--- config.mk ---
export PLATFORM = sky130hd
export DESIGN_NAME = flash_cmd_decoder
export DESIGN_NICKNAME = d
export VERILOG_FILES = /design/src/rtl/flash_cmd_pkg.sv /design/src/rtl/flash_seq_tracker.sv /design/src/rtl/flash_cmd_gate.sv /design/src/rtl/flash_req_reg.sv /design/src/rtl/flash_cmd_decoder.sv
export SDC_FILE = /design/constraint.sdc
export NUM_CORES = 1
export LEC_CHECK = 0
export ABC_AREA = 1
export BUFFER_PORTS_ARGS = -buffer_cell sky130_fd_sc_hd__buf_4
export CORE_UTILIZATION = 45
export CTS_CLUSTER_DIAMETER = 40
export DETAILED_ROUTE_END_ITERATION = 12
export PLACE_DENSITY = 0.76
export SYNTH_ARGS = -nofsm -noshare
export SYNTH_HDL_FRONTEND = slang
export SYNTH_HIERARCHICAL = 1
export SYNTH_SLANG_ARGS = --single-unit
--- constraint.sdc ---
create_clock -name clk -period 2.5 [get_ports clk]
set_input_delay 0.5 -clock clk [delete_from_list [all_inputs] [get_ports clk]]
set_output_delay 0.5 -clock clk [all_outputs]
set_load 0.01 [all_outputs]
--- src/rtl/flash_cmd_pkg.sv ---
package flash_cmd_pkg;

    localparam int NUM_REQ = 11;

    typedef enum logic [3:0] {
        CMD_NONE         = 4'd0,
        CMD_RD_ARRAY     = 4'd1,
        CMD_RD_ID        = 4'd2,
        CMD_RD_STATUS    = 4'd3,
        CMD_CLR_STATUS   = 4'd4,
        CMD_PROGRAM      = 4'd5,
        CMD_CHIP_ERASE   = 4'd6,
        CMD_SECTOR_ERASE = 4'd7,
        CMD_SUSPEND      = 4'd8,
        CMD_RESUME       = 4'd9,
        CMD_SLEEP        = 4'd10,
        CMD_ABORT        = 4'd11
    } cmd_e;

    typedef enum logic [1:0] {
        SEL_ARRAY  = 2'd0,
        SEL_ID     = 2'd1,
        SEL_STATUS = 2'd2
    } rsel_e;

    typedef enum logic [1:0] {
        CTX_IDLE  = 2'd0,
        CTX_PROG  = 2'd1,
        CTX_ERASE = 2'd2,
        CTX_SUSP  = 2'd3
    } ctx_e;

    localparam logic [7:0] BYTE_UNLK1   = 8'hAA;
    localparam logic [7:0] BYTE_UNLK2   = 8'h55;
    localparam logic [7:0] BYTE_ESETUP  = 8'h80;
    localparam logic [7:0] BYTE_CHIP    = 8'h10;
    localparam logic [7:0] BYTE_SECTOR  = 8'h30;

    // request bit positions, one below the command encoding
    localparam int REQ_RD_ARRAY  = 0;
    localparam int REQ_RD_ID     = 1;
    localparam int REQ_RD_STATUS = 2;
    localparam int REQ_CLR       = 3;
    localparam int REQ_PROGRAM   = 4;
    localparam int REQ_CHIP      = 5;
    localparam int REQ_SECTOR    = 6;
    localparam int REQ_SUSPEND   = 7;
    localparam int REQ_RESUME    = 8;
    localparam int REQ_SLEEP     = 9;
    localparam int REQ_ABORT     = 10;

    function automatic cmd_e decode_byte(input logic [7:0] b);
        cmd_e c;
        unique case (b)
            8'hF0:   c = CMD_RD_ARRAY;
            8'h90:   c = CMD_RD_ID;
            8'h70:   c = CMD_RD_STATUS;
            8'h50:   c = CMD_CLR_STATUS;
            8'hA0:   c = CMD_PROGRAM;
            8'hB0:   c = CMD_SUSPEND;
            8'hD0:   c = CMD_RESUME;
            8'hC0:   c = CMD_SLEEP;
            8'hE0:   c = CMD_ABORT;
            default: c = CMD_NONE;
        endcase
        return c;
    endfunction

endpackage

--- src/rtl/flash_seq_tracker.sv ---
module flash_seq_tracker
    import flash_cmd_pkg::*;
#(
    parameter int ADDR_W = 20,
    parameter int DATA_W = 16,
    parameter int CMP_W  = 15,
    parameter logic [CMP_W-1:0] UNLK_ADDR_A = 15'h5555,
    parameter logic [CMP_W-1:0] UNLK_ADDR_B = 15'h2AAA
) (
    input  logic              clk,
    input  logic              rst_n,
    input  logic              wr_en,
    input  logic [ADDR_W-1:0] wr_addr,
    input  logic [DATA_W-1:0] wr_data,
    output cmd_e              cmd_kind
);

    typedef enum logic [2:0] {
        ST_IDLE   = 3'd0,
        ST_UNLK1  = 3'd1,
        ST_UNLK2  = 3'd2,
        ST_ESETUP = 3'd3,
        ST_EUNLK1 = 3'd4,
        ST_EUNLK2 = 3'd5
    } step_e;

    step_e      step_q;
    step_e      step_n;
    logic       at_a;
    logic       at_b;
    logic [7:0] low_byte;

    assign at_a     = (wr_addr[CMP_W-1:0] == UNLK_ADDR_A);
    assign at_b     = (wr_addr[CMP_W-1:0] == UNLK_ADDR_B);
    assign low_byte = wr_data[7:0];

    always_ff @(posedge clk or negedge rst_n) begin
        if (!rst_n) begin
            step_q <= ST_IDLE;
        end else begin
            step_q <= step_n;
        end
    end

    always_comb begin
        step_n   = step_q;
        cmd_kind = CMD_NONE;
        if (wr_en) begin
            step_n = ST_IDLE;
            unique case (step_q)
                ST_IDLE: begin
                    if (at_a && low_byte == BYTE_UNLK1) step_n = ST_UNLK1;
                end
                ST_UNLK1: begin
                    if (at_b && low_byte == BYTE_UNLK2) step_n = ST_UNLK2;
                end
                ST_UNLK2: begin
                    if (at_a) begin
                        if (low_byte == BYTE_ESETUP) step_n = ST_ESETUP;
                        else                         cmd_kind = decode_byte(low_byte);
                    end
                end
                ST_ESETUP: begin
                    if (at_a && low_byte == BYTE_UNLK1) step_n = ST_EUNLK1;
                end
                ST_EUNLK1: begin
                    if (at_b && low_byte == BYTE_UNLK2) step_n = ST_EUNLK2;
                end
                ST_EUNLK2: begin
                    if (low_byte == BYTE_SECTOR)            cmd_kind = CMD_SECTOR_ERASE;
                    else if (at_a && low_byte == BYTE_CHIP) cmd_kind = CMD_CHIP_ERASE;
                end
                default: step_n = ST_IDLE;
            endcase
        end
    end

endmodule

--- src/rtl/flash_cmd_gate.sv ---
module flash_cmd_gate
    import flash_cmd_pkg::*;
(
    input  cmd_e cmd_in,
    input  logic busy_prog,
    input  logic busy_erase,
    input  logic suspended,
    output cmd_e cmd_out
);

    ctx_e ctx;
    logic ok;

    always_comb begin
        if (busy_prog)       ctx = CTX_PROG;
        else if (suspended)  ctx = CTX_SUSP;
        else if (busy_erase) ctx = CTX_ERASE;
        else                 ctx = CTX_IDLE;
    end

    always_comb begin
        ok = 1'b0;
        unique case (ctx)
            CTX_IDLE:  ok = cmd_in inside {CMD_RD_ARRAY, CMD_RD_ID, CMD_RD_STATUS,
                                           CMD_CLR_STATUS, CMD_PROGRAM, CMD_CHIP_ERASE,
                                           CMD_SECTOR_ERASE, CMD_SLEEP};
            CTX_PROG:  ok = cmd_in inside {CMD_RD_STATUS, CMD_SLEEP, CMD_ABORT};
            CTX_ERASE: ok = cmd_in inside {CMD_RD_STATUS, CMD_SUSPEND, CMD_SLEEP, CMD_ABORT};
            CTX_SUSP:  ok = cmd_in inside {CMD_RD_ARRAY, CMD_RD_STATUS, CMD_ABORT, CMD_RESUME};
            default:   ok = 1'b0;
        endcase
        cmd_out = ok ? cmd_in : CMD_NONE;
    end

endmodule

--- src/rtl/flash_req_reg.sv ---
module flash_req_reg
    import flash_cmd_pkg::*;
#(
    parameter int SECT_W = 4
) (
    input  logic               clk,
    input  logic               rst_n,
    input  cmd_e               cmd,
    input  logic [SECT_W-1:0]  sect_in,
    output logic [NUM_REQ-1:0] req,
    output logic [SECT_W-1:0]  req_sector,
    output logic [1:0]         read_sel
);

    logic [NUM_REQ-1:0] req_n;
    rsel_e              sel_q;
    rsel_e              sel_n;

    for (genvar i = 0; i < NUM_REQ; i++) begin : g_req
        assign req_n[i] = (cmd == cmd_e'(i + 1));
    end

    always_comb begin
        sel_n = sel_q;
        unique case (cmd)
            CMD_RD_ARRAY: sel_n = SEL_ARRAY;
            CMD_RD_ID:    sel_n = SEL_ID;
            CMD_RD_STATUS, CMD_PROGRAM, CMD_CHIP_ERASE, CMD_SECTOR_ERASE,
            CMD_SUSPEND, CMD_SLEEP, CMD_ABORT:
                          sel_n = SEL_STATUS;
            default:      sel_n = sel_q;
        endcase
    end

    always_ff @(posedge clk or negedge rst_n) begin
        if (!rst_n) begin
            req        <= '0;
            sel_q      <= SEL_ARRAY;
            req_sector <= '0;
        end else begin
            req   <= req_n;
            sel_q <= sel_n;
            if (cmd == CMD_SECTOR_ERASE) req_sector <= sect_in;
        end
    end

    assign read_sel = sel_q;

endmodule

--- src/rtl/flash_cmd_decoder.sv ---
module flash_cmd_decoder
    import flash_cmd_pkg::*;
#(
    parameter int ADDR_W   = 20,
    parameter int DATA_W   = 16,
    parameter int CMP_W    = 15,
    parameter int SECT_LSB = 16,
    localparam int SECT_W  = ADDR_W - SECT_LSB
) (
    input  logic               clk,
    input  logic               rst_n,
    input  logic               wr_en,
    input  logic [ADDR_W-1:0]  wr_addr,
    input  logic [DATA_W-1:0]  wr_data,
    input  logic               busy_prog,
    input  logic               busy_erase,
    input  logic               suspended,
    output logic [NUM_REQ-1:0] req,
    output logic [SECT_W-1:0]  req_sector,
    output logic [1:0]         read_sel
);

    cmd_e raw_cmd;
    cmd_e ok_cmd;

    flash_seq_tracker #(
        .ADDR_W (ADDR_W),
        .DATA_W (DATA_W),
        .CMP_W  (CMP_W)
    ) u_track (
        .clk      (clk),
        .rst_n    (rst_n),
        .wr_en    (wr_en),
        .wr_addr  (wr_addr),
        .wr_data  (wr_data),
        .cmd_kind (raw_cmd)
    );

    flash_cmd_gate u_gate (
        .cmd_in     (raw_cmd),
        .busy_prog  (busy_prog),
        .busy_erase (busy_erase),
        .suspended  (suspended),
        .cmd_out    (ok_cmd)
    );

    flash_req_reg #(
        .SECT_W (SECT_W)
    ) u_out (
        .clk        (clk),
        .rst_n      (rst_n),
        .cmd        (ok_cmd),
        .sect_in    (wr_addr[ADDR_W-1:SECT_LSB]),
        .req        (req),
        .req_sector (req_sector),
        .read_sel   (read_sel)
    );

endmodule

==> metrics.csv, run 1 <==
stage,metric,value,unit
synth,synth_edf_count,0,
job,drv_cap,0,
synth,ys_seq_elements,20,
critical_path,crit_path_end_kind,flop,
synth,synth_async_sr_flop_share,100,%
critical_path,slowest_stage,nor2_4,
grt,gr-total-overflow,0,
critical_path,slowest_delay,0.21,ns
timing,finalHoldViolCount,0,
die,die_h,59.6,um
die,core_area,3100,um2
critical_path,crit_top_cell,nand2_2,
placement,dpl.hpwl,2850,um
timing,period_share,98.7,%
placement,io_buffers,49,
clock_tree,clkSinkCount,20,
final_layout,drive_above_1_share,47.3,%
timing,final-setup-viol-count,0,
synth,syn_area_per_cell,6.28,um2
clock_tree,cts-root-buf,clkbuf_4,
routing,drt_iter0_drc,82,
routing,postRouteAntennaNets,0,
critical_path,worstPathArrival,2.67,ns
synth,ys_types,24,
final_layout,nFillCells,250,
grt,grt_usage,21.7,%
grt,busiest_layer,met2,
synth,synthCells,238,
synth,synthFlopType,dfrtp_1,
die,rows,20,
clock_tree,clk_latency,0.30,ns
power_and_ir_drop,static-leakage-power,1.26,nW
grt,antenna_found_initial,0,
timing,slew_headroom,81.0,%
synth,syn_nets,280,
final_layout,diodes,0,
critical_path,worstPathRequired,2.70,ns
timing,layout_min_cycle_time,2.47,ns
placement,dpl.cell_count,366,
critical_path,r2r-start,u_track/step_q[0],
synth,netlist_area,1490,um2
final_layout,fin_area,2430,um2
timing,rsz0062_at_grt,yes,
grt,grt_pass1_vias,1546,
routing,drc,0,
grt,met3_usage,2.62,%
hold_path,min_path_type,in2async,
placement,gp_congestion,0.825,
critical_path,critPathLaunchType,primary input,
die,die_area,3550,um2
critical_path,crit_family,simple AND/OR/NAND/NOR gates,
grt,grt_max_degree,21,
clock_tree,cts_max_level,1,
timing,finalMaxSlewViolations,0,
power_and_ir_drop,powerDensity,296,nW/um2
grt,grtUsageMet1,26.5,%
critical_path,path_buf_inv,3,
clock_tree,tritoncts,done,
final_layout,syn_to_final_growth,63.0,%
clock_tree,cts.hold.buffers_added,0,
synth,ys_seq_area_share,33.5,%
timing,skew,0.00569,ns
critical_path,crit_type,in2reg,
synth,ys_warn_count,6,
critical_path,cp_max_fo,4,
routing,firstDrtPassIters,4,
timing,fmax,405,MHz
timing,tightest_slew,0.284,ns
die,die_w,59.6,um
die,ioPinCount,59,
placement,dpl-instance-area,2180,um2
final_layout,layout.nets,375,
final_layout,final_cells,376,
grt,grt_pass1_wl,6020,um
timing,fin_setup_tns,0,ns
status,outcome,finished clean,
power_and_ir_drop,worst_ir_drop_vdd,0.321,mV
routing,num_vias,1781,
grt,grt_util_met2,41.9,%
routing,vias_per_cell,4.74,
die,start_util,48.1,%
routing,wirelength,4230,um
critical_path,startpoint,wr_addr[7],
clock_tree,clk_pin_slew,0.12,ns
critical_path,cp_cell_sequence,buf_4 > nor2_2 > nand2_2 > nor2_4 > nand2_2 > nor2_4 > nand3_2 > a21oi_4 > inv_2 > nand2_2 > nand3_1 > nand2_1 > nand3_4 > nor2_4 > nand2_2 > inv_2 > nand2_2 > nand2_2 > nor2_4 > nand2_1 > nand2_1,
clock_tree,clock_path_buffers,2,
routing,wire_per_inst,11.2,um
clock_tree,cts_inserted_buffers,3,
worst register-to-register path: stages, from the launching register on:
cell and delay [ns]:
dfrtp_2 0.46, nor3_4 0.20, inv_2 0.06, nor2_4 0.13, nand3_2 0.12, a21oi_4 0.18, inv_2 0.09, nand2_2 0.07
nand3_1 0.06, nand2_1 0.11, nand3_4 0.15, nor2_4 0.21, nand2_2 0.10, inv_2 0.09, nand2_2 0.06, nand2_2 0.08
nor2_4 0.04, nand2_1 0.06, nand2_1 0.05
timing repair:
item                                    CTS  global route
resized for setup                         0            44
buffers inserted                          0             6
endpoints found under the setup margin    0            15
flip-flops by register name (all words and copies together) (netlist names):
name,flops
u_track/step_q,3
u_out/read_sel,2
u_out/req,11
u_out/req_sector,4
cell families (layout without fill, tap and decap cells):
group | after synthesis | after routing | synth area share (%)
AO/OA/AOI/OAI | 11 | 11 | 4.61
buffers and inverters | 40 | 134 | 10.5
flip-flops | 20 | 20 | 33.5
AND/OR/NAND/NOR | 167 | 167 | 51.4
synth_stat cells, types with 2 or more instances:
cell / count / area [um2]
nand2_1: 72 / 270
nor3_1: 2 / 10.0
inv_2: 8 / 30.0
nand2_2: 8 / 50.1
nor2_2: 12 / 75.1
a21oi_2: 2 / 17.5
a21oi_1: 2 / 10.0
nor2_1: 45 / 169
nand3_1: 15 / 75.1
inv_1: 30 / 113
nand3b_1: 2 / 15.0
dfrtp_1: 20 / 500
nor2_4: 2 / 22.5
nand3_2: 2 / 20.0
o21ai_1: 2 / 10.0
nand4_1: 4 / 25.0
o21ai_0: 3 / 15.0
path summary, 6_finish.rpt:
| check | to | slack [ns] | cells after the start |
|---|---|---|---|
| setup reg to reg | u_out/read_sel[0] | 0.06 | 18 |
| hold / removal | u_out/req_sector[1] | 0.05 | 1 |
| min in group clk | u_track/step_q[1] | 0.37 | 2 |
| max in group asynchronous | u_track/step_q[2] | 2.23 | 1 |
| setup / recovery | u_out/read_sel[0] | 0.03 | 21 |
| hold reg to reg | u_out/req_sector[0] | 0.49 | 2 |
layer usage:
| metal | part of all wire [%] | vias up |
|---|---|---|
| met5 | 0 | - |
| met4 | 1.3 | 0 |
| met3 | 2.7 | 6 |
| met2 | 55 | 48 |
| met1 | 41 | 814 |
| li1 | - | 913 |
power breakdown:
group          internal [W]  total [W]    switching [W]
clock network      0.000162   0.000264         0.000102
logic             0.0000688   0.000134        0.0000649
registers          0.000323   0.000323  0.0000000000101
total              0.000554   0.000721         0.000167
per-stage QoR:
step                util, %  hold slack, ns  total power [W]  setup slack (ns)
CTS                    72.0          0.0516         0.000708            0.0377
global route           78.5          0.0567         0.000750            -0.194
global placement       70.3           0.386         0.000449            -0.174
floorplan                 -           0.204         0.000367             0.114
finish                 78.5          0.0502         0.000721            0.0319
detailed placement     70.3           0.389         0.000450            -0.227
layout by cell type, fill, tap and decap left out:
| cell type | n |
|---|---|
| buf_4 | 87 |
| nand2_1 | 67 |
| nor2_1 | 34 |
| inv_1 | 28 |
| dfrtp_1 | 18 |
| nor2_4 | 14 |
| nand2_2 | 13 |
| nand3_1 | 13 |
| nor2_2 | 11 |
| inv_2 | 8 |
| nand4_1 | 4 |
| clkbuf_4 | 3 |
| buf_6 | 3 |
| o21ai_0 | 3 |
| nand3_2 | 3 |
| o21ai_1 | 2 |
| nand3b_1 | 2 |
| inv_4 | 2 |
| a21oi_2 | 2 |
| nor3_1 | 2 |
| dfrtp_2 | 2 |
| bufinv_16 | 1 |
| buf_8 | 1 |
| nand3_4 | 1 |
| nand2_4 | 1 |
| clkinv_4 | 1 |
| and2_4 | 1 |
| o21a_1 | 1 |
| nor3_4 | 1 |
| a21oi_4 | 1 |
| a21oi_1 | 1 |
| o21ai_2 | 1 |
area by class of cell:
cell class | instances | area, um2 | area share, %
sequential | 20 | 503 | 20.7
inverter | 39 | 156 | 6.42
clock inverter | 1 | 30.0 | 1.23
clock buffer | 3 | 22.5 | 0.925
multi-input combinational | 178 | 966 | 39.7
timing repair buffer | 91 | 702 | 28.8
tap | 44 | 55.1 | 2.26
Note: power is estimated with default switching activity, not from simulation.
==> run 2: changes to the inputs <==
--- a/config.mk
+++ b/config.mk
@@ -11,6 +11,7 @@
 export CTS_CLUSTER_DIAMETER = 40
 export DETAILED_ROUTE_END_ITERATION = 12
 export PLACE_DENSITY = 0.76
+export REMOVE_ABC_BUFFERS = 1
 export SYNTH_ARGS = -nofsm -noshare
 export SYNTH_HDL_FRONTEND = slang
 export SYNTH_HIERARCHICAL = 1
==> run 2 against run 1 <==
  * Clock skew barely moved
  * Sequential cell count did not move
  * Cell count fell by 1.1%
  * Worst hold slack got worse by 0.0049 ns
  * First-iteration DRC count fell by 15%
  * Utilization fell by 1.7 points
  * Power fell by 0.50%
  * Critical path depth fell by 1
  * Largest power group unchanged
  * Global-route usage fell by 0.82 points
  * Wire length fell by 7.6%
  * Via count fell by 3.7%
  * Clock power barely moved
==> metrics.csv, run 2 (synthesis results as in run 1) <==
stage,metric,value,unit,change
routing,postRouteAntennaNets,0,,unchanged
grt,grt_max_degree,21,,unchanged
timing,hold_ws,0.0453,ns,-0.00489 ns
clock_tree,tritoncts,done,,
placement,io_buffers,49,,unchanged
die,core_area,3100,um2,unchanged
critical_path,critPathLaunchType,primary input,,
routing,firstDrtPassIters,5,,+1
clock_tree,cts-root-buf,clkbuf_4,,
critical_path,reg2reg_slack,0.12,ns,+0.06 ns
power_and_ir_drop,powerDensity,301,nW/um2,+1.6%
routing,wire_per_inst,10.5,um,-6.7%
critical_path,worstPathArrival,2.66,ns,about the same
critical_path,crit_family,simple AND/OR/NAND/NOR gates,,
timing,slew_headroom,80.6,%,-0.43 points
critical_path,r2r-end,u_out/read_sel[0],,
critical_path,crit_type,in2reg,,
critical_path,path_buf_inv,2,,-1
routing,drt_iter0_drc,70,,-15%
die,die_area,3550,um2,unchanged
timing,skew,0.00527,ns,-0.000426 ns
die,ioPinCount,59,,unchanged
final_layout,regArea,503,um2,unchanged
final_layout,drive_above_1_share,46.6,%,-0.64 points
die,die_w,59.6,um,unchanged
routing,drc,0,,unchanged
timing,finalMaxSlewViolations,0,,unchanged
critical_path,r2r-start,u_track/step_q[1],,
timing,fmax,407,MHz,+0.54%
critical_path,crit_path_end_kind,flop,,
critical_path,crit_cells,20,,-4.8%
critical_path,slowest_stage,nor2_4,,
timing,layout_min_cycle_time,2.45,ns,-0.0133 ns
routing,vias_per_cell,4.61,,-2.7%
placement,gp_congestion,0.844,,+2.2%
clock_tree,clock_path_buffers,2,,unchanged
status,outcome,finished clean,,
grt,grt_usage,20.9,%,-0.82 points
clock_tree,cts_inserted_buffers,3,,unchanged
final_layout,nFillCells,246,,-1.6%
critical_path,crit_top_cell,nand2_1,,
critical_path,cp_max_fo,5,,+1
routing,wirelength,3900,um,-7.6%
routing,num_vias,1715,,-3.7%
critical_path,endpoint,u_out/read_sel[0],,
clock_tree,cts_max_level,1,,unchanged
final_layout,diodes,0,,unchanged
job,drv_cap,0,,unchanged
power_and_ir_drop,worst_ir_drop_vdd,0.312,mV,-3.0%
final_layout,layout.nets,371,,-1.1%
timing,rsz0062_at_grt,yes,,
final_layout,layout_common_cells,"85 x buf_4, 66 x nand2_1, 36 x nor2_1",,
final_layout,syn_to_final_growth,59.5,%,
power_and_ir_drop,static-leakage-power,1.28,nW,+0.89%
clock_tree,clk_latency,0.30,ns,about the same
final_layout,largest_register_ffs,11,,unchanged
die,die_h,59.6,um,unchanged
die,start_util,48.1,%,unchanged
critical_path,worstPathRequired,2.70,ns,about the same
grt,grt_pass1_vias,1443,,-6.7%
grt,antenna_found_initial,0,,unchanged
critical_path,cp_cell_sequence,buf_4 > nor2_2 > nand2_2 > nor2_1 > nand2_1 > o21a_1 > a21oi_2 > nor2_1 > nand2_1 > nand3_1 > nand2_2 > nand3_4 > nor2_4 > nand2_4 > inv_2 > nand2_2 > nand2_1 > nor2_2 > nand2_1 > nand2_1,,
timing,finalHoldViolCount,0,,unchanged
final_layout,largest_register,u_out/req,,
final_layout,top_regs,"u_out/req (11), u_out/req_sector (4), u_track/step_q (3)",,
timing,tightest_slew,0.291,ns,+0.00640 ns
clock_tree,clkSinkCount,20,,unchanged
die,rows,20,,unchanged
final_layout,multi_input_area,958,um2,-0.78%
hold_path,min_path_type,in2async,,
clock_tree,clk_pin_slew,0.11,ns,about the same
grt,grt_pass1_wl,5780,um,-4.0%
timing,period_share,98.2,%,-0.53 points
final_layout,mostFrequentLayoutCell,buf_4,,
critical_path,slowest_delay,0.23,ns,+0.02 ns
timing,final-setup-viol-count,0,,unchanged
final_layout,fin_util,76.8,%,-1.7 points
placement,dpl.hpwl,2830,um,-0.54%
critical_path,startpoint,wr_data[0],,
grt,gr-total-overflow,0,,unchanged
critical_path,r2r_cells,19,,+1
## run 2: cell count changes in the layout (fill, tap and decap cells not counted)
cell,delta
nand2_4,+2
nor2_2,+1
inv_4,-1
nor2_4,-3
nand2_2,-1
nand2_1,-1
buf_8,-1
buf_4,-2
inv_2,+2
buf_6,-1
inv_1,-1
nor2_1,+2
## run 2: cell type report
cell class	instances	area share [%]
clock inverters	1	1.26
repair buffers	87	27.7
clock buffers	3	0.945
multi-input cells	178	40.2
flip-flops and latches	20	21.1
well taps	44	2.31
inverters	39	6.46
## run 2: routing by layer
metal	routed length, um	vias to the layer above	part of all wire [%]	track usage [%]
met1	1730	775	44	27.4
met4	16	0	0.41	3.65
li1	-	908	-	-
met5	0	-	0	0
met3	80	2	2.0	2.62
met2	2080	30	53	37.1
## run 2: worst min-delay path by stage
stage,slack (ns),start,cells past startpoint,endpoint
finish,0.05,rst_n,1,u_out/req_sector[2]
detailed placement,0.39,rst_n,1,u_out/req_sector[2]
floorplan,0.20,rst_n,0,u_out/read_sel[0]
global route,0.04,rst_n,1,u_out/req_sector[0]
global placement,0.39,rst_n,1,u_out/req_sector[2]
CTS,0.05,rst_n,1,u_out/req_sector[2]
## run 2: stage by stage
step / total power [W] / setup TNS (ns) / std cells / setup WS, ns / cell area (um2)
floorplan: 0.000367 / 0 / 237 / 0.114 / 1490
global placement: 0.000451 / -0.919 / 364 / -0.168 / 2170
detailed placement: 0.000452 / -1.69 / 364 / -0.212 / 2170
CTS: 0.000715 / 0 / 368 / 0.0706 / 2220
global route: 0.000755 / -0.349 / 372 / -0.116 / 2380
finish: 0.000718 / 0 / 372 / 0.0451 / 2380
## run 2: power by group
part           internal, W    switching (W)
Sequential        0.000323  0.0000000000108
Clock             0.000162         0.000100
Combinational    0.0000685        0.0000636
## run 2: repair_timing
action                     CTS  global route
setup endpoints to repair    0            17
setup buffers                0             5
resized for setup            0            39
hold buffers                 0             0
==> run 3: changes to the inputs <==
--- a/config.mk
+++ b/config.mk
@@ -7,10 +7,10 @@
 export LEC_CHECK = 0
 export ABC_AREA = 1
 export BUFFER_PORTS_ARGS = -buffer_cell sky130_fd_sc_hd__buf_4
-export CORE_UTILIZATION = 45
+export CORE_UTILIZATION = 35
 export CTS_CLUSTER_DIAMETER = 40
 export DETAILED_ROUTE_END_ITERATION = 12
-export PLACE_DENSITY = 0.76
+export PLACE_DENSITY = 0.62
 export REMOVE_ABC_BUFFERS = 1
 export SYNTH_ARGS = -nofsm -noshare
 export SYNTH_HDL_FRONTEND = slang
==> run 3 against run 2 <==
  * The run now ends with setup timing left
  * Sequential power barely moved
  * Combinational power increased by 5%
  * Critical path type unchanged
  * First-iteration DRC count is 13% lower
  * Die area is 28% higher
  * Cell count rose by 3.5%
  * Via count fell by 0.12%
  * Largest cell class unchanged
  * Highest routed layer unchanged
  * Critical path depth unchanged
  * Clock-buffer cell count increased by 1
  * Global-route usage shrank 4.6 points
==> metrics.csv, run 3 (synthesis results as in run 1) <==
stage,metric,value,unit,change
final_layout,largest_register_ffs,11,,unchanged
status,outcome,"complete, but fails checks",,
grt,gr-total-overflow,0,,unchanged
clock_tree,cts_inserted_buffers,3,,unchanged
critical_path,endpoint,u_out/req[2],,
die,rows,23,,+15%
routing,wire_per_inst,10.5,um,+0.11%
critical_path,startpoint,wr_data[1],,
grt,grt_max_degree,21,,unchanged
placement,gp_congestion,0.792,,-6.1%
clock_tree,cts_max_level,1,,unchanged
final_layout,largest_register,u_out/req,,
grt,met3_usage,3.04,%,+0.42 points
critical_path,r2r_cells,19,,unchanged
critical_path,cp_max_fo,5,,unchanged
final_layout,fin_util,61.5,%,-15 points
final_layout,top_regs,"u_out/req (11), u_out/req_sector (4), u_track/step_q (3)",,
routing,firstDrtPassIters,4,,-1
critical_path,cp_cell_sequence,buf_4 > nor2_2 > nand2_2 > nor2_1 > nand2_1 > o21a_1 > a21oi_2 > nor2_1 > nand2_1 > nand3_2 > nand2_2 > nand3_4 > nor2_4 > buf_6 > nand2_4 > inv_4 > nand2_2 > buf_4 > buf_4 > inv_1,,
power_and_ir_drop,static-leakage-power,1.30,nW,+2.2%
timing,skew,0.00827,ns,+0.00300 ns
timing,timing.final.ws_setup,-0.00632,ns,-0.0514 ns
die,die_w,67.3,um,+13%
critical_path,slowest_delay,0.18,ns,-0.05 ns
critical_path,slowest_stage,nor2_1,,
grt,antenna_found_initial,0,,unchanged
critical_path,reg2reg_slack,0.05,ns,-0.07 ns
critical_path,crit_path_end_kind,flop,,
grt,grt_pass1_vias,1446,,+0.21%
critical_path,worstPathRequired,2.71,ns,about the same
hold_path,min_path_type,in2async,,
die,ioPinCount,59,,unchanged
status,violations,setup timing,,
job,drv_cap,0,,unchanged
routing,drc,0,,unchanged
critical_path,crit_type,in2reg,,
power_and_ir_drop,worst_ir_drop_vdd,0.267,mV,-14%
power_and_ir_drop,p_total,0.000707,W,-1.5%
routing,wirelength,4040,um,+3.6%
grt,busiest_layer,met2,,
clock_tree,clkSinkCount,20,,unchanged
timing,hold_ws,0.102,ns,+0.0565 ns
routing,vias_per_cell,4.45,,-3.5%
final_layout,layout.nets,378,,+1.9%
clock_tree,tritoncts,done,,
timing,layout_min_cycle_time,2.51,ns,+0.0514 ns
routing,postRouteAntennaNets,0,,unchanged
grt,grt_util_met2,28.6,%,-8.5 points
timing,fmax,399,MHz,-2.1%
clock_tree,clk_pin_slew,0.08,ns,-0.03 ns
clock_tree,cts.hold.buffers_added,0,,unchanged
die,core_area,4060,um2,+31%
die,die_area,4530,um2,+28%
final_layout,drive_above_1_share,48.7,%,+2.0 points
power_and_ir_drop,powerDensity,283,nW/um2,-5.9%
clock_tree,clock_path_buffers,2,,unchanged
die,die_h,67.3,um,+13%
timing,rsz0062_at_grt,yes,,
critical_path,r2r-start,u_track/step_q[1],,
critical_path,critPathLaunchType,primary input,,
timing,final-setup-viol-count,1,,+1
timing,finalMaxSlewViolations,0,,unchanged
die,start_util,36.8,%,-11 points
placement,io_buffers,49,,unchanged
clock_tree,cts-root-buf,clkbuf_8,,
routing,drt_iter0_drc,61,,-13%
timing,finalHoldViolCount,0,,unchanged
routing,num_vias,1713,,-0.12%
timing,period_share,100,%,+2.1 points
final_layout,diodes,0,,unchanged
clock_tree,clk_latency,0.26,ns,-0.04 ns
final_layout,layout_common_cells,"88 x buf_4, 65 x nand2_1, 33 x nor2_1",,
timing,slew_headroom,80.0,%,-0.65 points
critical_path,r2r-end,u_out/req[2],,
placement,dpl.hpwl,2940,um,+3.8%
final_layout,mostFrequentLayoutCell,buf_4,,
grt,grt_pass1_wl,5680,um,-1.7%
critical_path,worstPathArrival,2.72,ns,+0.06 ns
grt,grtUsageMet1,20.0,%,-7.4 points
final_layout,syn_to_final_growth,66.9,%,
timing,tightest_slew,0.300,ns,+0.00968 ns
grt,grt_usage,16.3,%,-4.6 points
[run 3: cell count changes in the layout (fill, tap and decap cells not counted), moves of 3 or more]
cell / before / now
buf_4: 85 / 88
buf_6: 2 / 6
clkbuf_4: 3 / 0
clkbuf_8: 0 / 4
nor2_1: 36 / 33
nor2_4: 11 / 15
[run 3: stage by stage]
step | area (um2) | setup TNS (ns) | instances | setup slack [ns]
after floorplan | 1490 | 0 | 237 | 0.114
after global placement | 2200 | -1.03 | 373 | -0.179
after detailed placement | 2200 | -1.78 | 373 | -0.212
after CTS | 2250 | 0 | 377 | 0.0559
after global routing | 2490 | -0.720 | 385 | -0.151
final | 2490 | -0.00632 | 385 | -0.00632
[run 3: cell type report]
| class | instances | area (um2) |
|---|---|---|
| clock buffer | 4 | 55.1 |
| fill | 391 | 1560 |
| inverter | 39 | 159 |
| multi-input combinational | 178 | 988 |
| sequential | 20 | 500 |
| tap | 50 | 62.6 |
| timing repair buffer | 94 | 728 |
[run 3: what timing repair did]
action,4_1_cts,5_1_grt
endpoints found under the setup margin,0,17
buffers inserted,0,8
gates resized for setup,0,51
[run 3: routing by layer]
metal  wire, um  vias to the layer above
li1           -                      912
met1       1690                      767
met2       2200                       27
met3        104                        7
met4         48                        0
met5          0                        -
[run 3: worst max-delay path, delay by kind of cell]
family	cells	cell delay (ns)
and+or+nand+nor	12	1.25
AOI/OAI and AO/OA	2	0.33
buffers and inverters	6	0.61
[run 3: worst min path at each step]
stage | endpoint | depth (start not counted) | slack (ns)
global placement | u_out/req[6] | 1 | 0.39
finish | u_out/req[8] | 1 | 0.10
detailed placement | u_out/req[6] | 1 | 0.39
floorplan | u_out/read_sel[0] | 0 | 0.20
CTS | u_out/req[8] | 1 | 0.10
global route | u_out/req[6] | 1 | 0.12
[run 3: report_power, final]
| group | total (W) | switching (W) | internal (W) |
|---|---|---|---|
| clock network | 0.000245 | 0.000105 | 0.000140 |
| logic | 0.000138 | 0.0000668 | 0.0000711 |
| registers | 0.000323 | 0.00000000000942 | 0.000323 |
